File: config.mk
export PLATFORM = sky130hd
export DESIGN_NAME = evf_top
export DESIGN_NICKNAME = d
export VERILOG_FILES = /design/src/rtl/evf_pkg.sv /design/src/rtl/evf_capture.sv /design/src/rtl/evf_cfg.sv /design/src/rtl/evf_flags.sv /design/src/rtl/evf_top.sv
export SDC_FILE = /design/constraint.sdc
export NUM_CORES = 1
export LEC_CHECK = 0
export BUFFER_PORTS_ARGS = -buffer_cell sky130_fd_sc_hd__buf_2
export CORE_MARGIN = 2
export CORE_UTILIZATION = 55
export CTS_CLUSTER_DIAMETER = 80
export DETAILED_ROUTE_END_ITERATION = 10
export GPL_TIMING_DRIVEN = 0
export PLACE_DENSITY_LB_ADDON = 0.25
export SLEW_MARGIN = 20
export SYNTH_ARGS = -nofsm -noshare
export SYNTH_HDL_FRONTEND = slang
export SYNTH_SLANG_ARGS = --single-unit
File: constraint.sdc
create_clock -name clk -period 2 [get_ports clk]
set_input_delay 0.4 -clock clk [delete_from_list [all_inputs] [get_ports clk]]
set_output_delay 0.4 -clock clk [all_outputs]
set_load 0.1 [all_outputs]
File: src/rtl/evf_pkg.sv
`timescale 1ns/1ps
package evf_pkg;
    localparam int ADDR_W = 3;

    typedef enum logic [ADDR_W-1:0] {
        A_FLAGS = 3'd0,
        A_CLR   = 3'd1,
        A_SET   = 3'd2,
        A_POL   = 3'd3,
        A_MASK  = 3'd4
    } evf_addr_e;
endpackage

File: src/rtl/evf_capture.sv
`timescale 1ns/1ps
module evf_capture #(
    parameter int          N         = 8,
    parameter logic [N-1:0] LEVEL_SRC = 8'hF0
) (
    input  logic         clk,
    input  logic         rst_n,
    input  logic [N-1:0] src_i,
    input  logic [N-1:0] pol_i,
    output logic [N-1:0] hw_set_o
);
    logic [N-1:0] act;

    assign act = src_i ^ pol_i;

    for (genvar i = 0; i < N; i++) begin : g_src
        if (LEVEL_SRC[i]) begin : g_level
            assign hw_set_o[i] = act[i];
        end else begin : g_edge
            logic prev_q;
            always_ff @(posedge clk) begin
                if (!rst_n) prev_q <= 1'b0;
                else        prev_q <= act[i];
            end
            assign hw_set_o[i] = act[i] & ~prev_q;
        end
    end
endmodule

File: src/rtl/evf_cfg.sv
`timescale 1ns/1ps
module evf_cfg
    import evf_pkg::*;
#(
    parameter int N = 8
) (
    input  logic              clk,
    input  logic              rst_n,
    input  logic              wr_i,
    input  logic [ADDR_W-1:0] addr_i,
    input  logic [N-1:0]      wdata_i,
    output logic [N-1:0]      pol_o,
    output logic [N-1:0]      mask_o
);
    always_ff @(posedge clk) begin
        if (!rst_n) begin
            pol_o  <= '0;
            mask_o <= '0;
        end else if (wr_i) begin
            if (addr_i == A_POL)  pol_o  <= wdata_i;
            if (addr_i == A_MASK) mask_o <= wdata_i;
        end
    end
endmodule

File: src/rtl/evf_flags.sv
`timescale 1ns/1ps
module evf_flags
    import evf_pkg::*;
#(
    parameter int N = 8
) (
    input  logic              clk,
    input  logic              rst_n,
    input  logic              wr_i,
    input  logic [ADDR_W-1:0] addr_i,
    input  logic [N-1:0]      wdata_i,
    input  logic [N-1:0]      hw_set_i,
    output logic [N-1:0]      flags_o
);
    logic [N-1:0] clr_vec;
    logic [N-1:0] sw_set;
    logic [N-1:0] flags_n;

    always_comb begin
        clr_vec = '0;
        sw_set  = '0;
        if (wr_i) begin
            unique case (addr_i)
                A_FLAGS: clr_vec = ~wdata_i;
                A_CLR:   clr_vec = wdata_i;
                A_SET:   sw_set  = wdata_i;
                default: ;
            endcase
        end
        // set has priority over clear
        flags_n = (flags_o & ~clr_vec) | hw_set_i | sw_set;
    end

    always_ff @(posedge clk) begin
        if (!rst_n) flags_o <= '0;
        else        flags_o <= flags_n;
    end
endmodule

File: src/rtl/evf_top.sv
`timescale 1ns/1ps
module evf_top
    import evf_pkg::*;
#(
    parameter int           N         = 8,
    parameter logic [N-1:0] LEVEL_SRC = 8'hF0
) (
    input  logic              clk,
    input  logic              rst_n,
    input  logic [N-1:0]      src_i,
    input  logic              bus_wr_i,
    input  logic [ADDR_W-1:0] bus_addr_i,
    input  logic [N-1:0]      bus_wdata_i,
    output logic [N-1:0]      bus_rdata_o,
    output logic [N-1:0]      flags_o,
    output logic              comb_o
);
    logic [N-1:0] pol;
    logic [N-1:0] mask;
    logic [N-1:0] hw_set;

    evf_cfg #(.N(N)) cfg_i (
        .clk(clk), .rst_n(rst_n), .wr_i(bus_wr_i), .addr_i(bus_addr_i),
        .wdata_i(bus_wdata_i), .pol_o(pol), .mask_o(mask)
    );

    evf_capture #(.N(N), .LEVEL_SRC(LEVEL_SRC)) cap_i (
        .clk(clk), .rst_n(rst_n), .src_i(src_i), .pol_i(pol), .hw_set_o(hw_set)
    );

    evf_flags #(.N(N)) flg_i (
        .clk(clk), .rst_n(rst_n), .wr_i(bus_wr_i), .addr_i(bus_addr_i),
        .wdata_i(bus_wdata_i), .hw_set_i(hw_set), .flags_o(flags_o)
    );

    always_comb begin
        unique case (bus_addr_i)
            A_FLAGS: bus_rdata_o = flags_o;
            A_POL:   bus_rdata_o = pol;
            A_MASK:  bus_rdata_o = mask;
            default: bus_rdata_o = '0;
        endcase
    end

    assign comb_o = |(flags_o & mask);
endmodule

# After elaboration in Yosys (flattened, before gate mapping)
# Cells that the tools add are included.
# Widths: inputs -> output; s select.
totals:
  ff_bits: 28
  latch_bits: 0
  ramBits: 0
  mem_bits_ro: 0
  inputBits: 22
  output_inout_bits: 17
  word_cells: 35
  n_memories: 0
classes:
  add_sub_neg: 0
  multipliers: 0
  n_div: 0
  n_lt_le_gt_ge: 0
  eq_ne: 4
  shifts: 0
  muxes: 5
  n_bitwise: 15
  reduce_logical: 4
op_table:
  columns: ["cell", "count"]
  rows:
  - ["$mux 8", 3]
  - ["$pmux 8 s3", 1]
  - ["$and 8x8->8", 2]
  - ["$not 8->8", 2]
  - ["$or 8x8->8", 2]
  - ["$pmux 8 s2", 1]
  - ["$reduce_or 8->1", 1]
  - ["$xor 8x8->8", 1]
  - ["$eq 3x2->1 const B", 2]
  - ["$and 1x1->1", 4]
  - ["$not 1->1", 4]
  - ["$reduce_and 2->1", 2]
  - ["$eq 3x1->1 const B", 1]
  - ["$eq 3x3->1 const B", 1]
  - ["$logic_not 3->1", 1]

# Depth between registers and ports, before layout
depth:
  depth_word: 7
  depth_mapped: 5
  mapped_depth_nobuf: 3

# Cells and area by module
# From an unflattened synthesis, not the netlist that was laid out.
hier_totals:
  hier_cells: 174
  hier_area_um2: 1604.0
by_module_without_submodules:
  columns: ["module", "n_inst", "cells_per_inst", "area_per_inst_um2", "seq_area_each_um2"]
  rows:
  - ["evf_cfg", 1, 62, 620.6, 320.3]
  - ["evf_flags", 1, 62, 534.3, 160.2]
  - ["evf_top", 1, 26, 229.0, 0.0]
  - ["evf_capture", 1, 24, 220.2, 80.1]

# Worst setup path before layout
# Ideal clock, no wire load.
synth_timing:
  kind: "flip-flop to output port"
  from: "register flg_i.flags_o[0]"
  to: "output port bus_rdata_o[0]"
  arrival_ps: 2672
  required_time_ps: 1600
  path_slack_ps: -1072
  path_stages_with_launch: 3
  n_path_buf: 0
  path_cell_list: "dfxtp_1 a22oi_1 o2bb2ai_1"
synth_between:
  elab_chain_cells: 1
synth_rtl:
  columns: ["item", "line", "rtl"]
  rows:
  - ["start: declaration", "evf_flags.sv:13", "output logic [N-1:0] flags_o"]
  - ["start signal: assignment", "evf_flags.sv:36", "else flags_o <= flags_n;"]
  - ["$pmux 8 s3", "evf_top.sv:37", "unique case (bus_addr_i)"]
  - ["end: declaration", "evf_top.sv:14", "output logic [N-1:0] bus_rdata_o,"]
# No other way between the ends.

# Worst setup path in the final report
layout_timing:
  from: "input port bus_addr_i[0]"
  to: "output port bus_rdata_o[2]"
layout_between:
  elab_chain_cells: 2
  elab_cells_between_ends: 4
layout_rtl:
  columns: ["item", "line", "rtl"]
  rows:
  - ["start: declaration", "evf_top.sv:12", "input logic [ADDR_W-1:0] bus_addr_i,"]
  - ["$eq 3x3->1, or another cell as far along", "evf_top.sv:37", null]
  - ["$pmux 8 s3 (*)", "evf_top.sv:37", null]
# Every way passes the cells marked *; elsewhere a longest branch is shown, timed or not.

==> tab_implementation.tex <==
\begin{tabular}{lr}
\hline
Metric & Value \\
\hline
\multicolumn{2}{l}{\textbf{Outcome}} \\
\quad Run status & finished clean \\
\multicolumn{2}{l}{\textbf{Critical path}} \\
\quad Crit Path Class & input port to output port \\
\quad Launching point of the worst reg2reg path & cfg\_i.pol\_o[3] \\
\quad CP Capture Type & output port \\
\quad CP max FO & 10 \\
\quad Cell-by-cell listing of the critical path & buf\_2, buf\_6, nor2\_4, and2\_1, buf\_6, o2bb2ai\_4, buf\_6 \\
\quad Required time worst endpoint & 1.60 ns \\
\quad Data arrival, critical path & 1.53 ns \\
\quad CP peak stage delay & 0.24 ns \\
\quad CP top delay family & buffers and inverters \\
\quad Critical path launch point type & input port \\
\quad Critical path's most frequent cell & sky130\_fd\_sc\_hd\_\_buf\_6 \\
\quad Cell at the slowest stage of the critical path & sky130\_fd\_sc\_hd\_\_buf\_6 \\
\quad CP startpoint & bus\_addr\_i[0] \\
\quad Bufs and invs on worst path & 4 \\
\multicolumn{2}{l}{\textbf{Power}} \\
\quad Overall power & 1.198 mW \\
\quad PwrDens & 639.0 nW/um\^{}2 \\
\quad Worst ir drop on vdd & 0.5024 mV \\
\quad Leakage & 0.7358 nW \\
\multicolumn{2}{l}{\textbf{STA}} \\
\quad Unrepaired setup endpoints after global routing & no \\
\quad Headroom to the max-slew limit & 0.6467 \\
\quad Period utilization & 0.9662 \\
\quad Total negative slack for setup checks & 0 ns \\
\quad Number of setup violations in the final report & 0 \\
\quad Peak Freq & 0.5175 GHz \\
\quad Maximum clock skew at final layout & 0.003452 ns \\
\quad Number of pins exceeding their max-slew limit in the final report & 0 \\
\quad Hold violation total from the final report & 0 \\
\quad Tightest Pin Transition & 0.5300 ns \\
\quad Setup slack after layout & 0.06768 ns \\
\quad Crit path time final & 1.932 ns \\
\multicolumn{2}{l}{\textbf{Synthesis}} \\
\quad Mapped Cells & 154 \\
\quad Synth top area share & 0.4073 \\
\quad Post-synthesis cell type count & 25 \\
\quad Most used flip-flop cell after synthesis & sky130\_fd\_sc\_hd\_\_dfxtp\_1 \\
\quad Synthesized area per cell & 8.937 um\^{}2 \\
\quad Library cell with the largest summed area after synthesis & sky130\_fd\_sc\_hd\_\_dfxtp\_1 \\
\quad Netlist Area Pre-Place & 1376 um\^{}2 \\
\quad Fraction of synthesis flops using an asynchronous set or reset pin & 0 \\
\quad Most area-consuming cells after synthesis & sky130\_fd\_sc\_hd\_\_dfxtp\_1, sky130\_fd\_sc\_hd\_\_xor2\_1, sky130\_fd\_sc\_hd\_\_a22oi\_1, sky130\_fd\_sc\_hd\_\_a21oi\_1, sky130\_fd\_sc\_hd\_\_mux2i\_1 \\
\quad Syn. warnings & 0 \\
\quad Multiplexer fraction of the synthesized cell area & 0.05818 \\
\quad Number of flops mapped to enable cells by yosys & 0 \\
\quad Combinational family with the most area after synthesis & compound AO/OA/AOI/OAI gates \\
\quad Simple-gate share of the synthesized area & 0.1400 \\
\quad Post-synth net total & 176 \\
\quad Adder and majority cell fraction of the synthesized area & 0 \\
\quad Flip-flop and latch count after synthesis & 28 \\
\quad Compound-gate portion of the synthesized area & 0.2418 \\
\quad Xor and xnor fraction of the mapped netlist area & 0.1018 \\
\quad Register area share after synthesis & 0.4073 \\
\multicolumn{2}{l}{\textbf{Floorplan}} \\
\quad Die height & 54.03 um \\
\quad Count of standard-cell rows & 18 \\
\quad Area of the die & 2919 um\^{}2 \\
\quad Number of top-level pins & 39 \\
\quad X dimension of the die & 54.03 um \\
\quad Area of the core region & 2432 um\^{}2 \\
\quad Effective utilization at floorplan & 0.5658 \\
\multicolumn{2}{l}{\textbf{Route}} \\
\quad Number of DRC markers after the initial detailed-route iteration & 48 \\
\quad Number of remaining DRC errors & 0 \\
\quad Aggregate routed wire length & 3.732 mm \\
\quad Vias per std cell & 5.762 \\
\quad Routed len/inst & 16.44 um \\
\quad Count of TritonRoute iterations in the first routing pass & 4 \\
\quad Total number of vias & 1308 \\
\quad Antenna violation net count after detailed routing & 0 \\
\multicolumn{2}{l}{\textbf{GRT}} \\
\quad Total track usage & 0.2759 \\
\quad Number of antenna violations at the first check in global routing & 0 \\
\quad Maximum number of pins on one net before global-route repair & 16 \\
\quad Wire length of the first global-routing pass & 5.733 mm \\
\quad Grt ovf & 0 \\
\quad Via count of the first global-routing pass & 1274 \\
\multicolumn{2}{l}{\textbf{Finish}} \\
\quad Count of filler cells inserted in the layout & 172 \\
\quad Fin nets & 220 \\
\quad Sequential cell area & 588.1 um\^{}2 \\
\quad Fraction of final layout cells with drive strength greater than 1 & 0.3401 \\
\quad Area delta synth->final & 36.27\% \\
\quad Leading cell types in the layout, fill and taps excluded & sky130\_fd\_sc\_hd\_\_buf\_2, sky130\_fd\_sc\_hd\_\_a21oi\_1, sky130\_fd\_sc\_hd\_\_dfxtp\_1 \\
\quad Count of inserted antenna diode cells & 0 \\
\quad Total area of multi-input combinational cells & 895.9 um\^{}2 \\
\quad Leading cell type in the layout, fill and taps excluded & sky130\_fd\_sc\_hd\_\_buf\_2 \\
\multicolumn{2}{l}{\textbf{Placement}} \\
\quad Routability congestion estimate & 0.8040 \\
\quad Count of buffers inserted at the top-level ports & 38 \\
\quad Hpwl dp & 2.592 mm \\
\quad Worst-case setup slack after placement & -0.3562 ns \\
\multicolumn{2}{l}{\textbf{Clock network}} \\
\quad TritonCTS clock tree & done \\
\quad Num CTS Buffers & 3 \\
\quad Clk root buf & sky130\_fd\_sc\_hd\_\_clkbuf\_4 \\
\quad Clock slew at the register clock pins of the worst setup and hold paths & 0.15 ns \\
\quad Clk sink count & 28 \\
\quad CTS Buffer Depth & 2 \\
\quad Number of hold buffers added after cts & 0 \\
\quad Count of H-tree levels built during CTS & 1 \\
\quad Clock latency at the later pin of the worst-skew pair & 0.33 ns \\
\multicolumn{2}{l}{\textbf{Min path}} \\
\quad Origin of the worst min-delay path & rst\_n \\
\quad Hold Path Class & input port to flip-flop \\
\multicolumn{2}{l}{\textbf{Flow run}} \\
\quad Number of max-cap violations & 0 \\
\hline
\end{tabular}
-- what timing repair did --
item | in CTS | in global routing
endpoints found under the setup margin | 8 | 2
gates resized for setup | 18 | 1
cloned | 0 | 0
pin swaps | 1 | 0
buffers inserted | 1 | 0
-- synthesized netlist by cell type (2+ instances only) --
cell type                   number
sky130_fd_sc_hd__clkbuf_1        2
sky130_fd_sc_hd__and2_1          4
sky130_fd_sc_hd__dfxtp_1        28
sky130_fd_sc_hd__a2bb2oi_1       2
sky130_fd_sc_hd__mux2i_1         8
sky130_fd_sc_hd__buf_4           2
sky130_fd_sc_hd__o2bb2ai_1       8
sky130_fd_sc_hd__buf_2           4
sky130_fd_sc_hd__o21ai_1         8
sky130_fd_sc_hd__a21oi_1        20
sky130_fd_sc_hd__xor2_1         14
sky130_fd_sc_hd__nand2_1        16
sky130_fd_sc_hd__xnor2_1         2
sky130_fd_sc_hd__a22oi_1        14
sky130_fd_sc_hd__nor2_1         10
sky130_fd_sc_hd__and4bb_1        2
sky130_fd_sc_hd__inv_1           2
-- power by group --
group / switching, mW / leakage (nW) / total (mW) / internal, mW
logic: 0.256 / 0.487 / 0.352 / 0.0959
clock network: 0.164 / 0.0154 / 0.238 / 0.0734
registers: 0.0238 / 0.234 / 0.608 / 0.584
-- cells by family after synthesis --
group / after synthesis
xor gates and xnor gates: 16
DFF: 28
and+or+nand+nor: 37
AOI/OAI and AO/OA: 52
buffers and inverters: 13
muxes: 8
-- worst reg2reg max path, delay by kind of cell (launching register included) --
kind,cells,cell delay [ns]
flops,1,0.36
compound gates,2,0.26
xor+xnor,1,0.22
-- sequential cells by signal, indices dropped and copies added (netlist names) --
name,count
cfg_i.mask_o,8
cfg_i.pol_o,8
flg_i.flags_o,8
cap_i.g_src.g_edge.prev_q,4
-- per-layer routing --
layer / routed length (um) / track usage / up-vias
met5: 0 / 0 / -
met4: 47 / 0.1417 / 0
met3: 209 / 0.04167 / 6
met2: 1881 / 0.4756 / 45
met1: 1594 / 0.3294 / 619
li1: - / - / 638
-- cell type report --
class / instances / share of cell area
flip-flops and latches: 28 / 0.3135
inverters: 3 / 0.006004
clock inverters: 1 / 0.002001
plain buffers: 10 / 0.03669
multi-input cells: 113 / 0.4777
clock buffers: 3 / 0.01201
repair buffers: 39 / 0.1321
well taps: 30 / 0.02001
-- metrics by stage --
stage          cells  cell area, um^2  hold WS, ns  utilization
5_1_grt          227             1876       0.2964       0.7711
2_1_floorplan    154             1554       0.4607            -
4_1_cts          227             1872       0.2921       0.7695
3_5_place_dp     222             1782       0.4778       0.7325
3_3_place_gp     222             1782       0.4681       0.7325
6_report         227             1876       0.2985       0.7711
-- path summary, 6_finish.rpt --
kind	end	slack, ns	cells after the start
max	bus_rdata_o[2]	0.07	7
min	cap_i.g_src[1].g_edge.prev_q	0.30	2
max reg2reg	flg_i.flags_o[3]	1.04	3
min reg2reg	cfg_i.pol_o[7]	0.50	2
(Power assumes the default switching activity.)
